<file path="src/rtl/trk_pkg.sv">
package trk_pkg;

  localparam int NCO_W         = 32;
  localparam int HALF_CHIPS    = 2046;
  localparam int CHIP_COUNT    = 1023;
  localparam int HALF_W        = 11;
  localparam int CHIP_W        = 10;
  localparam int CARR_WRAP_BIT = 27;
  localparam int CODE_WRAP_BIT = 26;
  localparam int PHASE_LSB     = 24;
  localparam int PHASE_W       = 3;

  // Strobes from the control half to the datapath half
  typedef struct packed {
    logic valid;   // a sample is consumed this cycle
    logic dump;    // this sample ends a code period
  } trkStrobe_t;

  // Gold code of one satellite, chip n at bit n
  function automatic logic [CHIP_COUNT-1:0] goldCode(input int tapA, input int tapB);
    logic [10:1] regA;
    logic [10:1] regB;
    logic [CHIP_COUNT-1:0] chips;
    logic fbA;
    logic fbB;
    regA  = '1;
    regB  = '1;
    chips = '0;
    for (int n = 0; n < CHIP_COUNT; n++) begin
      chips[n] = regA[10] ^ regB[tapA] ^ regB[tapB];
      fbA  = regA[3] ^ regA[10];
      fbB  = regB[2] ^ regB[3] ^ regB[6] ^ regB[8] ^ regB[9] ^ regB[10];
      regA = {regA[9:1], fbA};
      regB = {regB[9:1], fbB};
    end
    return chips;
  endfunction

  // 8-phase in-phase oscillator table
  function automatic logic signed [2:0] iLut(input logic [PHASE_W-1:0] ph);
    case (ph)
      3'd0: return 3'sd1;
      3'd1: return 3'sd2;
      3'd2: return 3'sd2;
      3'd3: return 3'sd1;
      3'd4: return -3'sd1;
      3'd5: return -3'sd2;
      3'd6: return -3'sd2;
      default: return -3'sd1;
    endcase
  endfunction

endpackage

</file>
<file path="src/rtl/trk_code_rom.sv">
module trk_code_rom
  import trk_pkg::*;
#(
  parameter int TAP_A = 2,
  parameter int TAP_B = 6
) (
  input  logic [CHIP_W-1:0] chipIdx,
  output logic              chipBit
);
  localparam logic [CHIP_COUNT-1:0] CODE_TABLE = goldCode(TAP_A, TAP_B);

  always_comb begin
    chipBit = 1'b0;
    if (int'(chipIdx) < CHIP_COUNT) chipBit = CODE_TABLE[chipIdx];
  end
endmodule

</file>
<file path="src/rtl/trk_ctrl.sv">
module trk_ctrl
  import trk_pkg::*;
#(
  parameter int SAMPLES_PER_WORD = 4,
  parameter int CYC_W            = 16,
  localparam int WORD_W          = 2 * SAMPLES_PER_WORD,
  localparam int CNT_W           = $clog2(SAMPLES_PER_WORD + 1)
) (
  input  logic               clk,
  input  logic               rst,
  input  logic               wordValid,
  input  logic [WORD_W-1:0]  wordIn,
  input  logic [NCO_W-1:0]   carrierIncr,
  input  logic [NCO_W-1:0]   codeIncr,
  input  logic               slewWrite,
  input  logic [HALF_W-1:0]  slewValue,
  output trkStrobe_t         ctl,
  output logic [1:0]         sampleCode,
  output logic [PHASE_W-1:0] phaseIdx,
  output logic [HALF_W-1:0]  halfIdx,
  output logic [CYC_W-1:0]   carrierCycles
);
  logic [WORD_W-1:0] wordReg;
  logic [CNT_W-1:0]  remain;
  logic [CNT_W-1:0]  pairIdx;
  logic [NCO_W-1:0]  carrAcc, carrSum, carrNext;
  logic [NCO_W-1:0]  codeAcc, codeSum, codeNext;
  logic              carrWrap, codeWrap;
  logic [HALF_W-1:0] halfCnt, halfInc, slewPend, slewMod;
  logic              sampleValid, dumpNow;

  // ---- unpacker: highest pair first ----
  assign sampleValid = (remain != '0);
  assign pairIdx     = remain - 1'b1;

  always_comb begin
    sampleCode = 2'b00;
    for (int p = 0; p < SAMPLES_PER_WORD; p++) begin
      if (int'(pairIdx) == p) sampleCode = wordReg[2*p +: 2];
    end
  end

  always_ff @(posedge clk) begin
    if (rst) begin
      wordReg <= '0;
      remain  <= '0;
    end else if (wordValid) begin
      wordReg <= wordIn;
      remain  <= CNT_W'(SAMPLES_PER_WORD);
    end else if (sampleValid) begin
      remain  <= remain - 1'b1;
    end
  end

  // ---- carrier oscillator ----
  assign carrSum  = carrAcc + carrierIncr;
  assign carrWrap = carrSum[CARR_WRAP_BIT];
  assign carrNext = carrWrap ? {{(NCO_W-CARR_WRAP_BIT){1'b0}}, carrSum[CARR_WRAP_BIT-1:0]} : carrSum;
  assign phaseIdx = carrNext[PHASE_LSB +: PHASE_W];

  // ---- code oscillator and half-chip position ----
  assign codeSum  = codeAcc + codeIncr;
  assign codeWrap = codeSum[CODE_WRAP_BIT];
  assign codeNext = codeWrap ? {{(NCO_W-CODE_WRAP_BIT){1'b0}}, codeSum[CODE_WRAP_BIT-1:0]} : codeSum;
  assign halfInc  = halfCnt + HALF_W'(codeWrap);
  assign dumpNow  = sampleValid && (halfInc == HALF_W'(HALF_CHIPS));
  assign halfIdx  = dumpNow ? '0 : halfInc;
  assign slewMod  = (slewPend >= HALF_W'(HALF_CHIPS)) ? slewPend - HALF_W'(HALF_CHIPS) : slewPend;

  assign ctl.valid = sampleValid;
  assign ctl.dump  = dumpNow;

  always_ff @(posedge clk) begin
    if (rst) begin
      carrAcc       <= '0;
      codeAcc       <= '0;
      halfCnt       <= '0;
      carrierCycles <= '0;
    end else if (sampleValid) begin
      carrAcc       <= carrNext;
      codeAcc       <= codeNext;
      halfCnt       <= dumpNow ? slewMod : halfInc;
      carrierCycles <= carrierCycles + CYC_W'(carrWrap);
    end
  end

  // ---- one-shot slew ----
  always_ff @(posedge clk) begin
    if (rst)            slewPend <= '0;
    else if (slewWrite) slewPend <= slewValue;
    else if (dumpNow)   slewPend <= '0;
  end

  // ---- assertions ----
  assert_half_range_R5: assert property (@(posedge clk) disable iff (rst)
    halfCnt < HALF_W'(HALF_CHIPS));

  assert_unpack_count_R1: assert property (@(posedge clk) disable iff (rst)
    int'(remain) <= SAMPLES_PER_WORD);

  assert_idle_hold_R11: assert property (@(posedge clk) disable iff (rst)
    !sampleValid |=> $stable(carrAcc) && $stable(codeAcc) && $stable(halfCnt) && $stable(carrierCycles));

  assert_slew_oneshot_R10: assert property (@(posedge clk) disable iff (rst)
    (dumpNow && !slewWrite) |=> (slewPend == '0));

endmodule

</file>
<file path="src/rtl/trk_datapath.sv">
module trk_datapath
  import trk_pkg::*;
#(
  parameter int ACC_W = 24,
  parameter int TAP_A = 2,
  parameter int TAP_B = 6
) (
  input  logic                        clk,
  input  logic                        rst,
  input  trkStrobe_t                  ctl,
  input  logic [1:0]                  sampleCode,
  input  logic [PHASE_W-1:0]          phaseIdx,
  input  logic [HALF_W-1:0]           halfIdx,
  input  logic                        lateSel,
  output logic                        dumpStrobe,
  output logic [3:0][ACC_W-1:0]       dumpBus
);
  localparam int NUM_SUMS = 4;
  localparam int NUM_ARMS = 2;
  localparam int PROD_W   = 6;

  logic signed [3:0]        sampleVal;
  logic signed [2:0]        loVal   [2];
  logic signed [PROD_W-1:0] loProd  [2];
  logic [HALF_W-1:0]        earlyH, lateH, trackH;
  logic [CHIP_W-1:0]        armIdx  [NUM_ARMS];
  logic                     armChip [NUM_ARMS];
  logic signed [PROD_W-1:0] term    [NUM_SUMS];
  logic signed [ACC_W-1:0]  accSum  [NUM_SUMS];
  logic signed [ACC_W-1:0]  outSum  [NUM_SUMS];

  // sample value 2v-3
  always_comb begin
    case (sampleCode)
      2'd0: sampleVal = -4'sd3;
      2'd1: sampleVal = -4'sd1;
      2'd2: sampleVal = 4'sd1;
      default: sampleVal = 4'sd3;
    endcase
  end

  // in-phase and quadrature oscillator values (quadrature two phases behind)
  assign loVal[0]  = iLut(phaseIdx);
  assign loVal[1]  = iLut(phaseIdx + 3'd6);
  assign loProd[0] = PROD_W'(sampleVal) * PROD_W'(loVal[0]);
  assign loProd[1] = PROD_W'(sampleVal) * PROD_W'(loVal[1]);

  // half-chip offsets for the track arm, wrapped inside one period
  assign earlyH = (halfIdx == HALF_W'(HALF_CHIPS - 1)) ? '0 : halfIdx + 1'b1;
  assign lateH  = (halfIdx == '0) ? HALF_W'(HALF_CHIPS - 1) : halfIdx - 1'b1;
  assign trackH = lateSel ? lateH : earlyH;

  assign armIdx[0] = halfIdx[HALF_W-1:1];
  assign armIdx[1] = trackH[HALF_W-1:1];

  for (genvar a = 0; a < NUM_ARMS; a++) begin : g_arm
    trk_code_rom #(.TAP_A(TAP_A), .TAP_B(TAP_B)) u_rom (
      .chipIdx(armIdx[a]),
      .chipBit(armChip[a])
    );
  end

  // sum k: oscillator k%2 (I/Q) times arm k/2 (prompt/track)
  for (genvar k = 0; k < NUM_SUMS; k++) begin : g_sum
    localparam int LO  = k % 2;
    localparam int ARM = k / 2;

    assign term[k] = armChip[ARM] ? -loProd[LO] : loProd[LO];

    always_ff @(posedge clk) begin
      if (rst) begin
        accSum[k] <= '0;
        outSum[k] <= '0;
      end else if (ctl.valid) begin
        accSum[k] <= (ctl.dump ? ACC_W'(0) : accSum[k]) + ACC_W'(term[k]);
        if (ctl.dump) outSum[k] <= accSum[k];
      end
    end

    assign dumpBus[k] = outSum[k];
  end

  always_ff @(posedge clk) begin
    if (rst) dumpStrobe <= 1'b0;
    else     dumpStrobe <= ctl.valid && ctl.dump;
  end

  // ---- assertions ----
  assert_strobe_source_R6: assert property (@(posedge clk) disable iff (rst)
    dumpStrobe |-> $past(ctl.valid && ctl.dump));

  assert_out_hold_R6: assert property (@(posedge clk) disable iff (rst)
    !dumpStrobe |-> $stable(outSum[0]) && $stable(outSum[1]) && $stable(outSum[2]) && $stable(outSum[3]));

  assert_restart_R7: assert property (@(posedge clk) disable iff (rst)
    dumpStrobe |-> (accSum[0] <= 6 && accSum[0] >= -6 && accSum[3] <= 6 && accSum[3] >= -6));

  assert_idle_sums_R11: assert property (@(posedge clk) disable iff (rst)
    !ctl.valid |=> $stable(accSum[0]) && $stable(accSum[2]));

endmodule

</file>
<file path="src/rtl/gps_track_channel.sv">
module gps_track_channel
  import trk_pkg::*;
#(
  parameter int ACC_W            = 24,
  parameter int CYC_W            = 16,
  parameter int SAMPLES_PER_WORD = 4,
  parameter int G2_TAP_A         = 2,
  parameter int G2_TAP_B         = 6,
  localparam int WORD_W          = 2 * SAMPLES_PER_WORD
) (
  input  logic              clk,
  input  logic              rst,
  input  logic              wordValid,
  input  logic [WORD_W-1:0] wordIn,
  input  logic [31:0]       carrierIncr,
  input  logic [31:0]       codeIncr,
  input  logic              slewWrite,
  input  logic [10:0]       slewValue,
  input  logic              lateSel,
  output logic              dumpStrobe,
  output logic [ACC_W-1:0]  dumpIPrompt,
  output logic [ACC_W-1:0]  dumpQPrompt,
  output logic [ACC_W-1:0]  dumpITrack,
  output logic [ACC_W-1:0]  dumpQTrack,
  output logic [CYC_W-1:0]  carrierCycles
);
  trkStrobe_t           ctl;
  logic [1:0]           sampleCode;
  logic [PHASE_W-1:0]   phaseIdx;
  logic [HALF_W-1:0]    halfIdx;
  logic [3:0][ACC_W-1:0] dumpBus;

  trk_ctrl #(.SAMPLES_PER_WORD(SAMPLES_PER_WORD), .CYC_W(CYC_W)) u_ctrl (
    .clk(clk), .rst(rst),
    .wordValid(wordValid), .wordIn(wordIn),
    .carrierIncr(carrierIncr), .codeIncr(codeIncr),
    .slewWrite(slewWrite), .slewValue(slewValue),
    .ctl(ctl), .sampleCode(sampleCode), .phaseIdx(phaseIdx), .halfIdx(halfIdx),
    .carrierCycles(carrierCycles)
  );

  trk_datapath #(.ACC_W(ACC_W), .TAP_A(G2_TAP_A), .TAP_B(G2_TAP_B)) u_dp (
    .clk(clk), .rst(rst), .ctl(ctl),
    .sampleCode(sampleCode), .phaseIdx(phaseIdx), .halfIdx(halfIdx),
    .lateSel(lateSel), .dumpStrobe(dumpStrobe), .dumpBus(dumpBus)
  );

  assign dumpIPrompt = dumpBus[0];
  assign dumpQPrompt = dumpBus[1];
  assign dumpITrack  = dumpBus[2];
  assign dumpQTrack  = dumpBus[3];
endmodule

</file>
<file path="config.mk">
export PLATFORM = sky130hd
export DESIGN_NAME = gps_track_channel
export DESIGN_NICKNAME = d
export VERILOG_FILES = /design/src/rtl/trk_pkg.sv /design/src/rtl/trk_code_rom.sv /design/src/rtl/trk_ctrl.sv /design/src/rtl/trk_datapath.sv /design/src/rtl/gps_track_channel.sv
export SDC_FILE = /design/constraint.sdc
export NUM_CORES = 1
export LEC_CHECK = 0
export ABC_CLOCK_PERIOD_IN_PS = 18700
export BUFFER_PORTS_ARGS = -buffer_cell sky130_fd_sc_hd__buf_2
export CORE_UTILIZATION = 45
export CTS_CLUSTER_DIAMETER = 30
export CTS_CLUSTER_SIZE = 24
export DETAILED_ROUTE_END_ITERATION = 12
export PLACE_DENSITY_LB_ADDON = 0.08
export RECOVER_POWER = 100
export SYNTH_ARGS = -nofsm -noshare
export SYNTH_HDL_FRONTEND = slang
export SYNTH_HIERARCHICAL = 1
export SYNTH_SLANG_ARGS = --single-unit
</file>
<file path="constraint.sdc">
create_clock -name clk -period 18.7 [get_ports clk]
set_input_delay 3.74 -clock clk [delete_from_list [all_inputs] [get_ports clk]]
set_output_delay 3.74 -clock clk [all_outputs]
set_load 0.05 [all_outputs]
</file>
==> run summary <==
## Status
• complete, but fails checks — status
• capacitance limit, slew limit — failing checks

## Critical path
• 39 — Register-to-Register Path Depth
• 19.04 ns — data required time at the worst endpoint
• 2.13 ns — worst stage delay on the critical path
• input pin — type of element launching the critical path
• flip-flop — capturing element type of the critical path
• ha_1 — most frequent cell on the critical path
• codeIncr[0] — launching instance or port of the critical path
• 4.44 ns — slack of the worst reg-to-reg path
• clkbuf_1 — Max stage delay cell, worst path
• u_dp/accSum[3][18] — FF-to-FF End
• 17.50 ns — arrival time reported for the critical path endpoint
• input pin to flip-flop — critical path type
• 70 — critical path fanouts, max
• u_ctrl/codeAcc[0] — startpoint of the lowest-slack register-to-register path

## Global routing
• 0 — GRT Residual Overflow
• 113,000 um — first-pass GRT wire length
• 109 — largest net degree at the start of global routing
• 24.2% — global routing usage summed across all routing layers
• 11 — antenna violations before repair
• 22,200 — number of global-route vias before repair

## Yosys
• 3,227 — Syn Nets
• 192 — number of flops mapped to enable cells by yosys
• 8.43 um^2 — average instance area after synthesis
• edfxtp_1 — commonest register cell after synthesis
• 2,965 — synthesized instance count
• edfxtp_1 — cell type with the highest aggregate area in the netlist
• 110 — Synth cell types
• 0% — Async SR Flop Fraction
• 23.1% — Synth top area share
• 295 — #FFs+latches synth
• 31.3% — sequential share of the synthesized area
• edfxtp_1, dfxtp_1, ha_1 — cells taking the most area after synthesis
• 6 — number of warnings printed during yosys synthesis
• 25,000 um^2 — post-synth design cell area

## Clock tree
• built — CTS tree
• 3 — number of buffers between clock root and the deepest sink
• 0 — post-CTS resize count
• 85 — total clock buffers created by CTS
• 0 — total setup buffers inserted after CTS
• 0.04 ns — clock input transition at the sequential cells of the worst setup and hold paths
• 0.61 ns — clock latency on the worst-skew pair
• 3 — htree depth
• 0 — Post-CTS Hold Buffers
• clkbuf_16 — buffer cell driving the clock tree root
• 295 — CTS Sinks

## STA
• 58.3 MHz — peak clock frequency supported by timing
• 0.0270 ns — skew final
• 583 — Pins Over Slew Limit
• -157% — headroom to the max-slew limit
• 0 — setup violators final
• 3.85 ns — measured slew at the worst slew-check pin
• 0 — final hold viol count
• 91.8% — final cycle utilization of the critical path
• false — unrepaired setup endpoints after global routing
• 0 ns — Fin Setup TNS
• 17.16 ns — final critical-path required period

## Layout
• 10.5% — fraction of final layout cells sized beyond drive strength 1
• 16.5% — Layout Area Growth over Synthesis
• 3,328 — number of nets in the layout

## Job
• 9 — number of maximum-capacitance constraint violations

## Worst hold path
• u_ctrl/carrAcc[7] — hold-critical path endpoint
• u_ctrl/carrAcc[7] — hold wc startpoint
• 2 — number of cells on the worst hold path
• flip-flop to flip-flop — classification of the worst-slack hold path

## Floorplan
• 238 um — die span in y
• 55,000 um^2 — Core Area
• 45.4% — starting density of the core
• 56,500 um^2 — Die ar.
• 86 — number of cell rows
• 201 — io pins
• 238 um — die outline width

## Routing
• 1,781 — 1st-iter DRT viols
• 17.9 um — routed len/inst
• 69,700 um — total wirelength of the detailed-routed design
• 5 — first-pass iteration count of the detailed router
• 23,000 — total via count in the routed design
• 0 — DR DRC count
• 0 — Routed Antenna Nets
• 5.90 — average via count per standard cell

## Place
• 0.943 — Final Wtd Congestion
• 47,000 um — HPWL Detailed
• 191 — I/O Buffers

critical path, delay by kind of cell:
kind / cells / cell delay, ns
xor gates and xnor gates: 1 / 0.25
buffers and inverters: 6 / 3.46
adders and majority gates: 5 / 1.38
and+or+nand+nor: 7 / 1.70
AOI/OAI and AO/OA: 21 / 6.89
state kept, by name, indices dropped and copies added (netlist names):
name / count
u_ctrl/carrAcc: 27
u_ctrl/carrierCycles: 16
u_ctrl/codeAcc: 26
u_ctrl/halfCnt: 11
u_ctrl/remain: 3
u_ctrl/slewPend: 11
u_ctrl/wordReg: 8
u_dp/accSum: 96
u_dp/dumpStrobe: 1
u_dp/outSum: 96
cell type report:
class / count / area, um^2
Tap cell: 748 / 936
Antenna cell: 8 / 20.0
Clock buffer: 101 / 2280
Sequential cell: 295 / 7830
Fill cell: 5237 / 25900
Clock inverter: 55 / 747
Inverter: 88 / 333
Multi-Input combinational cell: 2370 / 15900
Timing Repair Buffer: 226 / 1030
through the flow:
step | std cells | cell area [um^2] | utilization, % | setup WS [ns] | hold slack (ns)
after detailed placement | 3727 | 26300 | 47.8 | 1.60 | 0.449
after global placement | 3727 | 26300 | 47.8 | 1.79 | 0.441
after global routing | 3889 | 29100 | 52.9 | 0.602 | 0.465
after floorplan | 2965 | 25000 | - | 3.34 | 0.429
final | 3891 | 29100 | 52.9 | 1.54 | 0.451
after CTS | 3883 | 29300 | 53.4 | 2.22 | 0.455
cell families (layout without fill, tap and decap cells):
group | Yosys count | count (layout) | synth area share (%)
buf+inv | 300 | 470 | 5.13
xor+xnor | 175 | 175 | 6.56
simple gates | 1148 | 1148 | 23.0
fa+ha+maj | 176 | 176 | 9.16
mux | 58 | 58 | 2.99
flops | 295 | 295 | 31.3
other cells | 0 | 8 | 0
compound gates | 813 | 813 | 21.9
cell usage in the layout (no fill, tap or decap), types with 30 or more instances in the layout:
master       n
a211oi_1    42
a21o_1      43
a21oi_1    218
a31oi_1     45
and3_1     110
buf_2       77
clkbuf_1   134
clkbuf_16   87
dfxtp_1    103
edfxtp_1   192
ha_1       162
inv_1       78
mux2i_1     38
nand2_1    263
nand2b_1    30
nand3_1     79
nand4_1     39
nor2_1     286
nor2b_1    106
nor3_1      78
o21a_1      31
o21ai_0    153
xnor2_1    111
xor2_1      55
metal layers:
metal | vias up | GRT usage (%) | routed length, um
li1 | 11200 | - | -
met1 | 10900 | 31.1 | 30700
met2 | 757 | 39.3 | 32400
met3 | 130 | 6.00 | 5000
met4 | 4 | 8.60 | 1550
met5 | - | 0 | 19
how the worst max path moves through the flow:
| stage | end | slack, ns | cells after the start |
|---|---|---|---|
| after floorplan | u_dp/accSum[3][20] | 3.34 | 55 |
| after global placement | u_dp/accSum[2][18] | 1.79 | 50 |
| after detailed placement | u_dp/accSum[2][18] | 1.60 | 50 |
| after CTS | u_dp/accSum[2][18] | 2.22 | 50 |
| after global routing | u_dp/accSum[3][20] | 0.60 | 48 |
| final | u_dp/accSum[3][18] | 1.54 | 40 |
cell usage after synthesis, drive strengths merged, types with 79 or more instances:
cell,count
o21ai,156
a21oi,218
inv,83
nor2b,109
buf,79
dfxtp,103
nand3,79
nor2,290
clkbuf,133
nand2,263
ha,162
xnor2,117
and3,114
edfxtp,192
Power is left out: the tool's default activity adds up to more than one toggle a clock period on the data nets, which glitch-free logic cannot reach.
